File: config.mk
export PLATFORM = sky130hd
export DESIGN_NAME = lifo_stack_hs
export DESIGN_NICKNAME = d
export VERILOG_FILES = /design/src/rtl/lifo_pkg.sv /design/src/rtl/lifo_ctrl.sv /design/src/rtl/lifo_store.sv /design/src/rtl/lifo_stack_hs.sv
export SDC_FILE = /design/constraint.sdc
export NUM_CORES = 1
export LEC_CHECK = 0
export BUFFER_PORTS_ARGS = -buffer_cell sky130_fd_sc_hd__buf_2
export CAP_MARGIN = 40
export CORE_ASPECT_RATIO = 1.4
export CORE_MARGIN = 1
export CORE_UTILIZATION = 56
export CTS_CLUSTER_SIZE = 25
export DETAILED_ROUTE_END_ITERATION = 6
export PLACE_DENSITY = 0.75
export SYNTH_ARGS = -nofsm -noshare
export SYNTH_HDL_FRONTEND = slang
export SYNTH_HIERARCHICAL = 1
export SYNTH_SLANG_ARGS = --single-unit
File: constraint.sdc
create_clock -name clk -period 3.45 [get_ports clk]
set_input_delay 0.345 -clock clk [delete_from_list [all_inputs] [get_ports clk]]
set_output_delay 0.345 -clock clk [all_outputs]
set_load 0.02 [all_outputs]
File: src/rtl/lifo_pkg.sv
package lifo_pkg;

    typedef enum logic [1:0] {
        ST_EMPTY   = 2'd0,
        ST_PARTIAL = 2'd1,
        ST_FULL    = 2'd2
    } fill_state_t;

endpackage

File: src/rtl/lifo_ctrl.sv
module lifo_ctrl
    import lifo_pkg::*;
#(
    parameter int DEPTH = 32,
    localparam int CW = $clog2(DEPTH + 1),
    localparam int IW = $clog2(DEPTH)
) (
    input  logic          clk,
    input  logic          rst_n,
    input  logic          push_valid,
    input  logic          pop_ready,
    output logic          push_ready,
    output logic          push_fire,
    output logic          pop_valid,
    output logic          wr_en,
    output logic [IW-1:0] wr_idx,
    output logic [IW-1:0] rd_idx,
    output logic          push_ack
);

    fill_state_t state_q, state_d;
    logic [CW-1:0] count_q, count_d;
    logic          rd_en;

    // State register, fill counter and acknowledge flop
    always_ff @(posedge clk or negedge rst_n) begin
        if (!rst_n) begin
            state_q  <= ST_EMPTY;
            count_q  <= '0;
            push_ack <= 1'b0;
        end else begin
            state_q  <= state_d;
            count_q  <= count_d;
            push_ack <= push_fire;
        end
    end

    // Outputs and next-state logic; push is resolved before pop
    always_comb begin
        push_ready = (state_q != ST_FULL);
        push_fire  = push_valid && push_ready;
        pop_valid  = (state_q != ST_EMPTY) || push_fire;
        // a push while the consumer is ready goes straight out
        wr_en      = push_fire && !pop_ready;
        rd_en      = pop_valid && pop_ready && !push_fire;
        wr_idx     = IW'(count_q);
        rd_idx     = IW'(count_q - CW'(1));

        count_d = count_q;
        if (wr_en) begin
            count_d = count_q + CW'(1);
        end else if (rd_en) begin
            count_d = count_q - CW'(1);
        end

        state_d = state_q;
        unique case (state_q)
            ST_EMPTY: begin
                if (wr_en) begin
                    state_d = ST_PARTIAL;
                end
            end
            ST_PARTIAL: begin
                if (wr_en && (count_q == CW'(DEPTH - 1))) begin
                    state_d = ST_FULL;
                end else if (rd_en && (count_q == CW'(1))) begin
                    state_d = ST_EMPTY;
                end
            end
            ST_FULL: begin
                if (rd_en) begin
                    state_d = ST_PARTIAL;
                end
            end
            default: begin
                state_d = ST_EMPTY;
            end
        endcase
    end

endmodule

File: src/rtl/lifo_store.sv
module lifo_store #(
    parameter int DATA_W = 32,
    parameter int DEPTH  = 32,
    localparam int IW = $clog2(DEPTH)
) (
    input  logic              clk,
    input  logic              wr_en,
    input  logic [IW-1:0]     wr_idx,
    input  logic [DATA_W-1:0] wr_data,
    input  logic [IW-1:0]     rd_idx,
    output logic [DATA_W-1:0] rd_data
);

    logic [DATA_W-1:0] slots [DEPTH];

    always_ff @(posedge clk) begin
        if (wr_en) begin
            slots[wr_idx] <= wr_data;
        end
    end

    assign rd_data = slots[rd_idx];

endmodule

File: src/rtl/lifo_stack_hs.sv
module lifo_stack_hs #(
    parameter int DATA_W = 32,
    parameter int DEPTH  = 32,
    localparam int IW = $clog2(DEPTH)
) (
    input  logic              clk,
    input  logic              rst_n,
    input  logic              push_valid,
    output logic              push_ready,
    input  logic [DATA_W-1:0] push_data,
    output logic              push_ack,
    output logic              pop_valid,
    input  logic              pop_ready,
    output logic [DATA_W-1:0] pop_data
);

    logic              push_fire;
    logic              wr_en;
    logic [IW-1:0]     wr_idx;
    logic [IW-1:0]     rd_idx;
    logic [DATA_W-1:0] top_word;

    lifo_ctrl #(.DEPTH(DEPTH)) ctrl_i (
        .clk        (clk),
        .rst_n      (rst_n),
        .push_valid (push_valid),
        .pop_ready  (pop_ready),
        .push_ready (push_ready),
        .push_fire  (push_fire),
        .pop_valid  (pop_valid),
        .wr_en      (wr_en),
        .wr_idx     (wr_idx),
        .rd_idx     (rd_idx),
        .push_ack   (push_ack)
    );

    lifo_store #(.DATA_W(DATA_W), .DEPTH(DEPTH)) store_i (
        .clk     (clk),
        .wr_en   (wr_en),
        .wr_idx  (wr_idx),
        .wr_data (push_data),
        .rd_idx  (rd_idx),
        .rd_data (top_word)
    );

    // the incoming word is on top for the rest of this cycle
    assign pop_data = push_fire ? push_data : top_word;

endmodule

* After elaboration in Yosys (flattened, before gate mapping)
Memory sizes are Yosys's and may differ from the RTL's.
Index checks and enable logic that the tools add are counted.
** Word-level totals
- Word-level logic and storage cells :: 37
- Input port bits :: 36
- Register bits after elaboration :: 9
- Output and inout bits :: 35
- Memories :: 1
- Memory bits (writable) :: 1024
** Operators by class
- Equal/unequal tests :: 8
- Add/sub/neg operators :: 2
- Reductions and logical operators :: 13
- Multiplexer cells :: 10
** Memories
- store_i.slots :: words 32, bits a word 32, read ports 1, clocked after Yosys merged registers in 0, write ports 1, RTL line lifo_store.sv:14 : logic [DATA_W-1:0] slots [DEPTH];
** Operators with widths (number)
- $mux 32 :: 1
- $mux 6 :: 2
- $mux 2 :: 4
- $add 6x1->6 const B :: 1
- $eq 6x1->1 const B :: 1
- $eq 6x5->1 const B :: 1
- $logic_and 1x1->1 :: 6
- $pmux 2 s3 :: 1
- $sub 6x1->6 const B :: 1
- $ne 2x1->1 const B :: 2
- $reduce_bool 2->1 :: 2
- $ne 3x1->1 const B :: 1
- $reduce_and 3->1 :: 1
- $eq 2x1->1 const B :: 1
- $eq 2x2->1 const B :: 1
- $logic_not 1->1 :: 2
- $logic_not 2->1 :: 1
- $mux 1 :: 2
- $ne 2x2->1 const B :: 1
- $logic_or 1x1->1 :: 1

* Logic depth before layout (Yosys ltp)
- Word-level depth :: 9
- Depth in mapped cells :: 12
- Depth with buffers taken out :: 10

* Modules after synthesis
The synthesis kept the hierarchy.
** By module, submodules not included
- lifo_store :: area each 39844.5 µm², cells each 2228, instances 1, sequential area each 30749.5 µm²
- lifo_ctrl :: area each 666.9 µm², cells each 69, instances 1, sequential area each 225.2 µm²
- lifo_stack_hs :: area each 544.3 µm², cells each 36, instances 1, sequential area each 0.0 µm²

* Least setup slack after synthesis
OpenSTA, ideal clock, no wires.
- Kind :: reg-to-reg
- From :: reg ctrl_i.state_q[0]
- To :: mem store_i.slots[12][0] (enable)
- Arrival :: 2.902 ns
- Path buffers :: 2
- Library setup time :: 0.421 ns
- Required time :: 3.029 ns
- Period minus slack after synthesis :: 3.323 ns
- Setup slack :: 0.127 ns
- Cell stages (with the launch flop) :: 8
- Path through :: dfrtp_1 nand2b_1 buf_6 nand2_2 inv_1 or3b_2 clkbuf_1 nor2_1
** Between the ends
- Longest elaborated chain between the ends :: 5
** RTL lines
- from (decl) :: RTL line lifo_ctrl.sv:21 : fill_state_t state_q, state_d;
- from (signal assigned) :: RTL line lifo_ctrl.sv:32 : state_q <= state_d;
- $ne 2x2->1 :: RTL line lifo_ctrl.sv:40 : push_ready = (state_q != ST_FULL);
- named net push_ready :: RTL line lifo_stack_hs.sv:9 : output logic push_ready,
- $logic_and 1x1->1 :: RTL line lifo_ctrl.sv:41 : push_fire = push_valid && push_ready;
- $logic_and 1x1->1 :: RTL line lifo_ctrl.sv:44 : wr_en = push_fire && !pop_ready;
- named net wr_en :: RTL line lifo_stack_hs.sv:18 : logic wr_en;
- $mux 1 :: RTL line lifo_store.sv:17 : if (wr_en) begin
- $mux 1 (implied by the code) :: RTL line lifo_store.sv:18 : slots[wr_idx] <= wr_data;
- to (decl) :: RTL line lifo_store.sv:14
The timed path passes the listed nets, and every way through them passes these cells.

* Final worst setup path
- From :: reg ctrl_i.count_q[1]
- To :: out pop_data[3]
** Between the ends
- Longest elaborated chain between the ends :: 3
** RTL lines
- from (decl) :: RTL line lifo_ctrl.sv:22 : logic [CW-1:0] count_q, count_d;
- from (signal assigned) :: RTL line lifo_ctrl.sv:33 : count_q <= count_d;
- $sub 6x1->6 :: RTL line lifo_ctrl.sv:47 : rd_idx = IW'(count_q - CW'(1));
- named net rd_idx[2] :: RTL line lifo_stack_hs.sv:20 : logic [IW-1:0] rd_idx;
- $mem_v2 32x32
- named net top_word[3] :: RTL line lifo_stack_hs.sv:21 : logic [DATA_W-1:0] top_word;
- $mux 32 :: RTL line lifo_stack_hs.sv:47 : assign pop_data = push_fire ? push_data : top_word;
- to (decl) :: RTL line lifo_stack_hs.sv:14 : output logic [DATA_W-1:0] pop_data
The timed path passes the listed nets, and every way through them passes these cells.

==> summary.txt <==
Status
  – Status: finished with violations
  – Violated checks: negative setup slack

Final layout
  – Commonest cells after routing, fill and taps aside: edfxtp_1, mux2i_1, clkbuf_16, nand2_1, buf_4
  – Multi-input gate area in the final layout: between 9000 and 10,000 sq um
  – Layout cells sized above 1: 0.1897
  – Final nets: between 2,000 and 3,000
  – FF/Latch Area: between 30,000 and 40,000 sq um
  – Area Growth Syn to Fin: 16.58%
  – Commonest non-fill, non-tap cell in the layout: edfxtp_1
  – Layout fillers: ~4,700
  – End-of-flow core utilization: 0.6592

Routing
  – Initial drt markers: around 2,600
  – Residual DRC: 0
  – Vias/cell: between 6 and 7
  – Antenna Nets Post-Route: 0
  – Wirelength per Cell: ~30 um
  – Drt total wl: ~110,000 um
  – DR vias: approximately 23,000
  – Drt pass-1 iters: 5

Power and ir drop
  – Power per cell area: 935.4 nW/um^2
  – Largest vdd supply drop: 691.6 uV
  – Power Internal: 28.67 mW
  – Logic pwr share: 0.454
  – Leakage: 16.93 nW
  – Sequential fraction of design power: 0.320
  – Post-route total power: roughly 45 mW
  – Switching Share: 0.3595
  – Clock power share: 0.226
  – Switching pwr: 16.09 mW

Setup path
  – Worst Reg-to-Reg Cells: 6
  – Worst path cell trace: inv_2, ha_4, xor2_4, buf_4, nor2_4, buf_12, buf_16, buf_4, buf_4, a22oi_1, nand3_1, nand3_1, mux2_4, buf_6
  – CP max-delay cell: dfrtp_2
  – Startpoint types: flop
  – Worst stage delay on the critical path: roughly 0.42 ns
  – Critical path class: reg2out
  – WP buf/inv: 7
  – Critical path's most frequent cell: buf_4
  – Critical Path Fanout Max: 11
  – Crit. End Element: output pin
  – RR Endpoint: store_i/slots[20][14]$_DFFE_PP_
  – CP Data Required Time: 3.11 ns
  – Critical Path AT: 3.28 ns
  – Worst reg-to-reg setup slack: 0.51 ns
  – Worst r2r src: ctrl_i/state_q[0]$_DFFE_PN0P_
  – CP delay by family, top: buffers and inverters

Die
  – I/O pins: roughly 70
  – Die H: approximately 320 um
  – FP Rows: ~120
  – Die X: about 230 um
  – Core area: 72,610 sq um
  – Initial Utilization: 0.5654
  – Die Area: ~74,000 sq um

Synth
  – Average size of a mapped cell: approximately 18 sq um
  – Synthesized cell area: 41,060 sq um
  – Mapped Nets: between 2,000 and 2,500
  – Post-Syn Instances: 2,333
  – Flop and latch count out of synthesis: about 1,000
  – Yosys cell types: 44
  – Ys flop type: edfxtp_1
  – Post-synth EDFFs: 1,024
  – Synth async-reset ratio: 0.008712
  – Yosys warns: 6
  – Seq/Total Area, Yosys: 0.7545

STA
  – Tmin final: between 3 and 4 ns
  – Rel. slew slack: 0.5307
  – RSZ-0062 raised after global routing: true
  – Setup-failing EPs final: 32
  – Max Slew Vio Count: 0
  – Worst-Margin Slew: 0.7023 ns
  – Fin Setup TNS: -2.923 ns
  – Clock Skew: slightly above 0.02 ns
  – Final WS setup: -0.1783 ns
  – Peak Freq: roughly 280 MHz
  – Final Cycle Share: 1.052
  – Hold violation count in the final report: 0

Clock network
  – Worst-path clk slew: about 0.060 ns
  – CTS H-tree depth: 3
  – Clock Path Buffers: 3
  – CTS Buf Count: 92
  – Clock Tree Root: clkbuf_16
  – Sink Count: 1,033
  – Skew-Pair Late Insertion Delay: between 0.6 and 0.7 ns
  – Clock tree from TritonCTS: built

Global route
  – Gr ovfl total: 0
  – GR Util All Layers: 0.2835
  – Vias in the first global route: between 20,000 and 25,000
  – First-pass GRT wire length: ~150,000 um
  – Largest net degree at the start of global routing: about 110
  – Initial antenna violation count: 5

Placed design
  – DP Wirelength: approximately 54,000 um
  – Gpl congestion: around 0.81
  – DP Worst Slack: -0.06701 ns
  – I/O Buffers: 70

Hold path
  – Hold Crit Class: in2async

Run
  – Max-capacitance violation count: 0
[worst max-delay path by stage]
stage	start	end	slack, ns	cells past startpoint
final	ctrl_i/count_q[1]$_DFFE_PN0P_	pop_data[3]	-0.18	14
after global routing	ctrl_i/count_q[0]$_DFFE_PN0P_	pop_data[7]	-0.23	11
after CTS	ctrl_i/count_q[0]$_DFFE_PN0P_	pop_data[15]	-0.13	10
after detailed placement	ctrl_i/count_q[1]$_DFFE_PN0P_	pop_data[7]	-0.07	11
after global placement	ctrl_i/count_q[1]$_DFFE_PN0P_	pop_data[7]	0.06	11
after floorplan	ctrl_i/state_q[0]$_DFFE_PN0P_	store_i/slots[12][0]$_DFFE_PP_	0.13	7
[stage by stage]
| step | cell area, sq um | hold slack, ns | cells |
|---|---|---|---|
| global placement | 43160 | 0.2459 | 3319 |
| finish | 47860 | 0.09773 | 3568 |
| detailed placement | 43160 | 0.2492 | 3319 |
| CTS | 47380 | 0.07937 | 3544 |
| global route | 47860 | 0.1206 | 3567 |
| floorplan | 41060 | 0.04941 | 2333 |
[Yosys cell counts, types with 6 or more instances]
master | instances | area (sq um)
nand2_1 | 102 | 382.9
buf_2 | 27 | 135.1
dfrtp_1 | 9 | 225.2
nor2_1 | 35 | 131.4
mux2i_1 | 512 | 5125
buf_4 | 38 | 285.3
clkbuf_1 | 46 | 172.7
a22oi_1 | 96 | 720.7
mux2_4 | 30 | 450.4
a31oi_1 | 34 | 212.7
buf_6 | 18 | 202.7
edfxtp_1 | 1024 | 30750
nor3_1 | 34 | 170.2
inv_1 | 6 | 22.52
a22o_1 | 64 | 560.5
a21oi_1 | 96 | 480.5
nand3_1 | 103 | 515.5
[flip-flops by register name, summed over array words and instances (netlist names)]
register	flops
store_i/slots	1024
ctrl_i/state_q	2
ctrl_i/push_ack	1
ctrl_i/count_q	6
[layer usage]
layer  track usage  up-vias  wire length (um)
met4        0.1420        6              5059
met1        0.3466    11763             38260
met2        0.4849     1314             54430
li1              -     9689                 -
met5             0        -                35
met3       0.05039      298              8878
[kinds of logic (layout without fill, tap and decap cells)]
| group | count (synthesis) | count (layout) | share of synthesized area |
|---|---|---|---|
| muxes | 544 | 544 | 0.1363 |
| AOI/OAI and AO/OA | 299 | 299 | 0.05013 |
| other | 0 | 2 | 0 |
| buffers and inverters | 145 | 425 | 0.02222 |
| and+or+nand+nor | 302 | 303 | 0.03444 |
| adders and majority gates | 3 | 3 | 0.0009144 |
| DFF | 1033 | 1033 | 0.7545 |
| xor gates and xnor gates | 7 | 7 | 0.001493 |
[final cells by class]
| class | count | area share |
|---|---|---|
| repair buffers | 250 | 0.06256 |
| flip-flops and latches | 1033 | 0.6473 |
| clock buffers | 115 | 0.05079 |
| diodes | 2 | 0.0001046 |
| clock inverters | 54 | 0.01108 |
| inverters | 6 | 0.0006797 |
| well taps | 952 | 0.02489 |
| multi-input cells | 1156 | 0.2026 |
[power by group through the flow]
stage / clock network, mW / logic (mW) / registers, mW
floorplan: 0 / 10.5 / 14.6
finish: 10.1 / 20.3 / 14.3
CTS: 10.2 / 18.8 / 14.3
detailed placement: 0 / 15.5 / 14.6
global placement: 0 / 15.4 / 14.6
global route: 10.6 / 21.1 / 14.4
[repair_timing]
item                                    4_1_cts  5_1_grt
endpoints found under the setup margin       32       32
gates resized for setup                      93       54
setup buffers                                37       19
pin swaps                                    12       38
hold endpoints to repair                     10        0
hold buffers                                  2        0
gates cloned                                 17        7
No activity file was read; power rests on OpenSTA's default activity.
